File: src/rtl/smb_cfg_pkg.sv
// Shared types and constants for the SMBus configuration target.
// Assumes byte-wide registers; defaults and write masks are computed per index.
package smb_cfg_pkg;

    localparam int BYTE_W = 8;

    typedef enum logic [2:0] {
        ST_IDLE,
        ST_RX,
        ST_RX_ACK,
        ST_TX,
        ST_TX_ACK,
        ST_SKIP
    } fsm_state_t;

    typedef enum logic [1:0] {
        BK_ADDR,
        BK_INDEX,
        BK_COUNT,
        BK_DATA
    } byte_kind_t;

    // Reset value of register idx.
    function automatic logic [BYTE_W-1:0] reg_default(input int idx);
        case (idx)
            0:       return 8'hFF;
            1:       return 8'h0F;
            2:       return 8'hFF;
            3:       return 8'h2F;
            default: return 8'h00;
        endcase
    endfunction

    // Writable bits of register idx; byte 4 bit 5 is held at zero.
    function automatic logic [BYTE_W-1:0] reg_wmask(input int idx);
        return (idx == 4) ? 8'hDF : 8'hFF;
    endfunction

endpackage

File: src/rtl/smb_line_sync.sv
// Brings SCL and SDA into the clk domain and flags SCL edges, start and stop.
// Assumes clk runs well above the SCL rate; lines reset to the idle-high level.
module smb_line_sync #(
    parameter int STAGES = 2
) (
    input  logic clk,
    input  logic rst_n,
    input  logic scl_i,
    input  logic sda_i,
    output logic scl_s,
    output logic sda_s,
    output logic scl_rise,
    output logic scl_fall,
    output logic start_det,
    output logic stop_det
);

    localparam int PIPE_W = STAGES + 1;

    logic [PIPE_W-1:0] scl_pipe;
    logic [PIPE_W-1:0] sda_pipe;
    logic              scl_p;
    logic              sda_p;

    // Shift both lines through the synchronizer plus one history stage.
    always_ff @(posedge clk) begin
        if (!rst_n) begin
            scl_pipe <= '1;
            sda_pipe <= '1;
        end else begin
            scl_pipe <= {scl_pipe[PIPE_W-2:0], scl_i};
            sda_pipe <= {sda_pipe[PIPE_W-2:0], sda_i};
        end
    end

    assign scl_s = scl_pipe[STAGES-1];
    assign sda_s = sda_pipe[STAGES-1];
    assign scl_p = scl_pipe[STAGES];
    assign sda_p = sda_pipe[STAGES];

    // Edge and bus-condition decode on the synchronized values.
    assign scl_rise  = scl_s & ~scl_p;
    assign scl_fall  = ~scl_s & scl_p;
    assign start_det = scl_s & scl_p & sda_p & ~sda_s;
    assign stop_det  = scl_s & scl_p & ~sda_p & sda_s;

endmodule

File: src/rtl/smb_reg_bank.sv
// Holds NUM_REGS configuration bytes with per-index defaults and write masks.
// Assumes one write strobe per data byte; out-of-range addresses are ignored.
module smb_reg_bank
    import smb_cfg_pkg::*;
#(
    parameter int NUM_REGS = 5,
    parameter int AW       = 8
) (
    input  logic                       clk,
    input  logic                       rst_n,
    input  logic                       we,
    input  logic [AW-1:0]              waddr,
    input  logic [BYTE_W-1:0]          wdata,
    input  logic [AW-1:0]              raddr,
    output logic [BYTE_W-1:0]          rdata,
    output logic [NUM_REGS*BYTE_W-1:0] q_flat
);

    genvar g;
    generate
        for (g = 0; g < NUM_REGS; g++) begin : g_reg
            logic [BYTE_W-1:0] r;
            // Load the default on reset, else take masked data when addressed.
            always_ff @(posedge clk) begin
                if (!rst_n)
                    r <= reg_default(g);
                else if (we && (waddr == AW'(g)))
                    r <= wdata & reg_wmask(g);
            end
            assign q_flat[g*BYTE_W +: BYTE_W] = r;
        end
    endgenerate

    // Read mux; unimplemented indexes return zero.
    always_comb begin
        rdata = '0;
        for (int i = 0; i < NUM_REGS; i++) begin
            if (raddr == AW'(i))
                rdata = q_flat[i*BYTE_W +: BYTE_W];
        end
    end

endmodule

File: src/rtl/smb_proto_fsm.sv
// Bit and byte engine for indexed block write and read transactions.
// Assumes synchronized inputs; updates drive only on detected SCL falling edges.
module smb_proto_fsm
    import smb_cfg_pkg::*;
#(
    parameter logic [6:0] DEV_ADDR = 7'h69,
    parameter int         NUM_REGS = 5,
    parameter int         AW       = 8
) (
    input  logic              clk,
    input  logic              rst_n,
    input  logic              sda_s,
    input  logic              scl_rise,
    input  logic              scl_fall,
    input  logic              start_det,
    input  logic              stop_det,
    input  logic [BYTE_W-1:0] rdata,
    output logic [AW-1:0]     ptr,
    output logic              we,
    output logic [AW-1:0]     waddr,
    output logic [BYTE_W-1:0] wdata,
    output logic              sda_oe
);

    localparam int               CNT_W     = $clog2(BYTE_W + 1);
    localparam logic [CNT_W-1:0] BYTE_DONE = CNT_W'(BYTE_W);
    localparam logic [BYTE_W-1:0] REG_COUNT = BYTE_W'(NUM_REGS);

    fsm_state_t        state;
    byte_kind_t        kind;
    logic [CNT_W-1:0]  bitcnt;
    logic [BYTE_W-1:0] rx_sr;
    logic [BYTE_W-1:0] tx_sr;
    logic              rw_bit;
    logic              host_ack;

    // Main transaction sequencer: bus conditions first, then SCL edges.
    always_ff @(posedge clk) begin
        if (!rst_n) begin
            state    <= ST_IDLE;
            kind     <= BK_ADDR;
            bitcnt   <= '0;
            rx_sr    <= '0;
            tx_sr    <= '0;
            rw_bit   <= 1'b0;
            host_ack <= 1'b0;
            ptr      <= '0;
            we       <= 1'b0;
            waddr    <= '0;
            wdata    <= '0;
            sda_oe   <= 1'b0;
        end else begin
            we <= 1'b0;
            if (stop_det) begin
                state  <= ST_IDLE;
                sda_oe <= 1'b0;
            end else if (start_det) begin
                state  <= ST_RX;
                kind   <= BK_ADDR;
                bitcnt <= '0;
                sda_oe <= 1'b0;
            end else if (scl_rise) begin
                case (state)
                    ST_RX: begin
                        rx_sr  <= {rx_sr[BYTE_W-2:0], sda_s};
                        bitcnt <= bitcnt + 1'b1;
                    end
                    ST_TX:     bitcnt   <= bitcnt + 1'b1;
                    ST_TX_ACK: host_ack <= ~sda_s;
                    default: ;
                endcase
            end else if (scl_fall) begin
                case (state)
                    ST_RX: begin
                        if (bitcnt == BYTE_DONE) begin
                            state  <= ST_RX_ACK;
                            sda_oe <= 1'b1;
                            case (kind)
                                BK_ADDR: begin
                                    rw_bit <= rx_sr[0];
                                    if (rx_sr[BYTE_W-1:1] != DEV_ADDR) begin
                                        state  <= ST_SKIP;
                                        sda_oe <= 1'b0;
                                    end
                                end
                                BK_INDEX: ptr <= AW'(rx_sr);
                                BK_COUNT: ;
                                BK_DATA: begin
                                    we    <= 1'b1;
                                    waddr <= ptr;
                                    wdata <= rx_sr;
                                    ptr   <= ptr + 1'b1;
                                end
                                default: ;
                            endcase
                        end
                    end
                    ST_RX_ACK: begin
                        bitcnt <= '0;
                        if (kind == BK_ADDR && rw_bit) begin
                            state  <= ST_TX;
                            tx_sr  <= REG_COUNT;
                            sda_oe <= ~REG_COUNT[BYTE_W-1];
                        end else begin
                            state  <= ST_RX;
                            sda_oe <= 1'b0;
                            case (kind)
                                BK_ADDR:  kind <= BK_INDEX;
                                BK_INDEX: kind <= BK_COUNT;
                                default:  kind <= BK_DATA;
                            endcase
                        end
                    end
                    ST_TX: begin
                        if (bitcnt == BYTE_DONE) begin
                            state  <= ST_TX_ACK;
                            sda_oe <= 1'b0;
                        end else begin
                            tx_sr  <= {tx_sr[BYTE_W-2:0], 1'b0};
                            sda_oe <= ~tx_sr[BYTE_W-2];
                        end
                    end
                    ST_TX_ACK: begin
                        bitcnt <= '0;
                        if (host_ack) begin
                            state  <= ST_TX;
                            tx_sr  <= rdata;
                            sda_oe <= ~rdata[BYTE_W-1];
                            ptr    <= ptr + 1'b1;
                        end else begin
                            state  <= ST_SKIP;
                            sda_oe <= 1'b0;
                        end
                    end
                    default: sda_oe <= 1'b0;
                endcase
            end
        end
    end

endmodule

File: src/rtl/smb_cfg_target.sv
// Top level: line synchronizer, transaction engine and register bank.
// Assumes SDA is wired-AND externally; sda_oe = 1 pulls the line low.
module smb_cfg_target
    import smb_cfg_pkg::*;
#(
    parameter logic [6:0] DEV_ADDR    = 7'h69,
    parameter int         NUM_REGS    = 5,
    parameter int         SYNC_STAGES = 2
) (
    input  logic                       clk,
    input  logic                       rst_n,
    input  logic                       scl_i,
    input  logic                       sda_i,
    output logic                       sda_oe,
    output logic [NUM_REGS*BYTE_W-1:0] cfg_q
);

    localparam int AW = 8;

    logic              scl_s;
    logic              sda_s;
    logic              scl_rise;
    logic              scl_fall;
    logic              start_det;
    logic              stop_det;
    logic [AW-1:0]     ptr;
    logic              reg_we;
    logic [AW-1:0]     reg_waddr;
    logic [BYTE_W-1:0] reg_wdata;
    logic [BYTE_W-1:0] reg_rdata;

    smb_line_sync #(.STAGES(SYNC_STAGES)) u_sync (
        .clk       (clk),
        .rst_n     (rst_n),
        .scl_i     (scl_i),
        .sda_i     (sda_i),
        .scl_s     (scl_s),
        .sda_s     (sda_s),
        .scl_rise  (scl_rise),
        .scl_fall  (scl_fall),
        .start_det (start_det),
        .stop_det  (stop_det)
    );

    smb_proto_fsm #(.DEV_ADDR(DEV_ADDR), .NUM_REGS(NUM_REGS), .AW(AW)) u_fsm (
        .clk       (clk),
        .rst_n     (rst_n),
        .sda_s     (sda_s),
        .scl_rise  (scl_rise),
        .scl_fall  (scl_fall),
        .start_det (start_det),
        .stop_det  (stop_det),
        .rdata     (reg_rdata),
        .ptr       (ptr),
        .we        (reg_we),
        .waddr     (reg_waddr),
        .wdata     (reg_wdata),
        .sda_oe    (sda_oe)
    );

    smb_reg_bank #(.NUM_REGS(NUM_REGS), .AW(AW)) u_bank (
        .clk    (clk),
        .rst_n  (rst_n),
        .we     (reg_we),
        .waddr  (reg_waddr),
        .wdata  (reg_wdata),
        .raddr  (ptr),
        .rdata  (reg_rdata),
        .q_flat (cfg_q)
    );

endmodule

File: config.mk
export PLATFORM = sky130hd
export DESIGN_NAME = smb_cfg_target
export DESIGN_NICKNAME = d
export VERILOG_FILES = /design/src/rtl/smb_cfg_pkg.sv /design/src/rtl/smb_line_sync.sv /design/src/rtl/smb_reg_bank.sv /design/src/rtl/smb_proto_fsm.sv /design/src/rtl/smb_cfg_target.sv
export SDC_FILE = /design/constraint.sdc
export NUM_CORES = 1
export LEC_CHECK = 0
export BUFFER_PORTS_ARGS = -buffer_cell sky130_fd_sc_hd__buf_4
export CAP_MARGIN = 20
export CORE_MARGIN = 1.5
export CORE_UTILIZATION = 55
export CTS_BUF_LIST = sky130_fd_sc_hd__clkbuf_4
export CTS_CLUSTER_DIAMETER = 120
export DETAILED_ROUTE_END_ITERATION = 8
export PLACE_DENSITY = 0.78
export SLEW_MARGIN = 10
export SYNTH_ARGS = -nofsm -noshare
export SYNTH_HDL_FRONTEND = slang
export SYNTH_HIERARCHICAL = 1
export SYNTH_SLANG_ARGS = --single-unit
File: constraint.sdc
create_clock -name clk -period 2.25 [get_ports clk]
set_input_delay 0.45 -clock clk [delete_from_list [all_inputs] [get_ports clk]]
set_output_delay 0.45 -clock clk [all_outputs]
set_load 0.02 [all_outputs]
==> results.cfg <==
[cells_and_area]
fillers = 736
areaGrowthSynthToFinish_pct = 13.10
diodes = 0
num-nets-final = 582
multi_input_area_um2 = 2645
drive_gt1_share_pct = 17.41
design_area_um2 = 5391
seqCellArea_um2 = 1942

[placement]
dpl_cell_area_um2 = 5259
gp_congestion = 0.8553
place_ws_ns = 0.1563
portBuffers = 43
hpwl_um = 8330

[logic_synthesis]
yosysMostFrequentCell = dfxtp_1
synth_top_area_share_pct = 40.73
ys_top_cells_by_count = 97 x dfxtp_1, 71 x nand2_1, 66 x mux2i_1
synth_fp_nets = 538
synth_top_area_cell = dfxtp_1
synth_edf_count = 0
postSynth.asyncResetShare_pct = 0
synth_area_um2 = 4767
synthCells = 531
yosys_warnings = 6
synth_top_flop_cell = dfxtp_1
yosys.cell_types.count = 70
ys_ff_latch = 97
synth_area_leaders = dfxtp_1 41%, mux2i_1 14%, nand2_1 5.6%, nor2_1 2.9%, nor2b_1 2.8%
synth.avg_cell_area_um2 = 8.978
yosysSeqAreaShare_pct = 40.73

[status]
status = completed

[power_and_ir_drop]
power.density_nw_per_um2 = 491.8
p_sw_uw = 656.2
leakage_nw = 2.228
p_seq_share_pct = 65.2
ir_drop_uv = 322.2
power.total_mw = 2.651
clockPowerShare_pct = 31.5
p_sw_share_pct = 24.75
p_int_mw = 1.995
p_comb_share_pct = 3.3

[grt]
grt_max_degree = 62
grt_pass1_wl_um = 18830
grt-ovfl-total = 0
antenna_found_initial = 0
grt.total_usage_pct = 26.59
grt_pass1_vias = 3896

[clock_tree]
cts.sinks = 97
cts_tree = done
clk_latency_ns = 0.46
cts_buffers = 9
clk_pin_slew_ns = 0.15
htreeDepth = 3
post_cts_buffers = 0
cts_resized = 0
cts_root_buf = clkbuf_4
clockBufferDepth = 2
cts_hold_buf = 0

[sta]
setup_ws_ns = 0.2239
fin_crit_ns = 2.026
finClkSkew_ns = 0.02861
fmax_mhz = 493.6
hold_viol_final = 0
rsz0062_at_grt = false
finalCritPeriodShare_pct = 90.05
fin_setup_tns_ns = 0
max_slew_margin_pct = 51.38
tightest_slew_ns = 0.7266
slew_violations = 0
finalSetupViolCount = 0

[worst_setup_path]
cp.arrival_ns = 2.38
end_kind = register
worst-path-max-fanout = 6
required_ns = 2.61
cp-start-kind = register
path_class = reg -> reg

[routing]
drtPass1Iterations = 5
avgRoutedWirePerCell_um = 17.05
drc = 0
viasPerCell = 6.089
vias = 4171
ant_nets = 0
wl_um = 11680
drtIter0Drc = 242

[floorplanning]
coreArea_um2 = 8299
die_y_um = 96.10
die_width_um = 96.10
initial_utilization_pct = 57.44
ios = 45
die-area_um2 = 9235
num_rows = 33

[flow_run]
maxCapViolations = 0

[worst_hold_path]
hold_class = in -> reg
## state kept, by name, indices dropped and copies added (netlist names)
signal	flops
u_bank/g.r	39
u_fsm/ptr	8
u_fsm/rx_sr	8
u_fsm/waddr	8
u_fsm/wdata	8
u_fsm/tx_sr	7
u_fsm/bitcnt	4
u_fsm/state	3
u_sync/scl_pipe	3
u_sync/sda_pipe	3
u_fsm/kind	2
u_fsm/host_ack	1
u_fsm/rw_bit	1
u_fsm/sda_oe	1
u_fsm/we	1
## kinds of logic after synthesis
group | synth area share (%)
AND/OR/NAND/NOR | 25.09
other | 0.07866
AO/OA/AOI/OAI | 15.12
buffers and inverters | 4.094
flip-flops | 40.73
multiplexers | 14.09
adder cells (fa/ha/maj) | 0.7875
## cells in the final DEF, fill, tap and decap left out, types with 9 or more instances in the layout
master	instances
nor2b_1	21
nor2_1	37
a31oi_1	9
nand2_1	71
mux2i_1	66
buf_4	70
nor3_1	10
nand3_1	18
a21oi_1	23
nand2b_1	12
dfxtp_1	97
clkbuf_4	10
## worst paths after layout
kind	start	to	slack (ns)	depth (start not counted)
worst min-delay path	scl_i	u_sync/scl_pipe[0]$_SDFF_PN1_	0.18	2
worst max-delay path	u_fsm/ptr[5]$_SDFFE_PN0P_	u_fsm/sda_oe$_SDFFE_PP0P_	0.22	8
worst max register to register	u_fsm/ptr[5]$_SDFFE_PN0P_	u_fsm/sda_oe$_SDFFE_PP0P_	0.22	8
worst min register to register	u_sync/sda_pipe[0]$_SDFF_PN1_	u_sync/sda_pipe[1]$_SDFF_PN1_	0.43	1
## area by class of cell
type | instances | area share [%]
clock buffer | 10 | 1.392
inverter | 8 | 0.5570
sequential | 97 | 36.02
tap | 105 | 2.437
clock inverter | 6 | 0.7890
multi-input combinational | 389 | 49.06
timing repair buffer | 70 | 9.747
## stage by stage
stage                     util [%]  instances  hold slack, ns
after floorplan                  -        531          0.3863
after global placement       63.37        669          0.3888
after detailed placement     63.37        669          0.3917
after CTS                    64.78        685          0.1630
after global routing         64.96        685          0.1648
final                        64.96        685          0.1776
## power by group through the flow
stage	logic [mW]	registers (mW)	clock network, mW
2_1_floorplan	0.0643	1.76	0
3_3_place_gp	0.0840	1.77	0
3_5_place_dp	0.0867	1.77	0
4_1_cts	0.0867	1.73	0.857
5_1_grt	0.0957	1.73	0.920
6_report	0.0873	1.73	0.835
## layer usage
layer	wire, µm	vias to the layer above	GRT usage, %
li1	-	2004	-
met1	5190	1996	34.92
met2	5560	146	43.02
met3	636	25	4.028
met4	289	0	12.01
met5	0	-	0
## worst max-delay path, stage by stage (launching register included)
cell and delay, ns:
dfxtp_1 0.39, nor4_4 0.31, buf_4 0.16, nand2b_1 0.06, or2_0 0.25, o22a_1 0.21
nor3b_1 0.21, a211oi_1 0.07, o32ai_1 0.29
(Power assumes the default switching activity.)
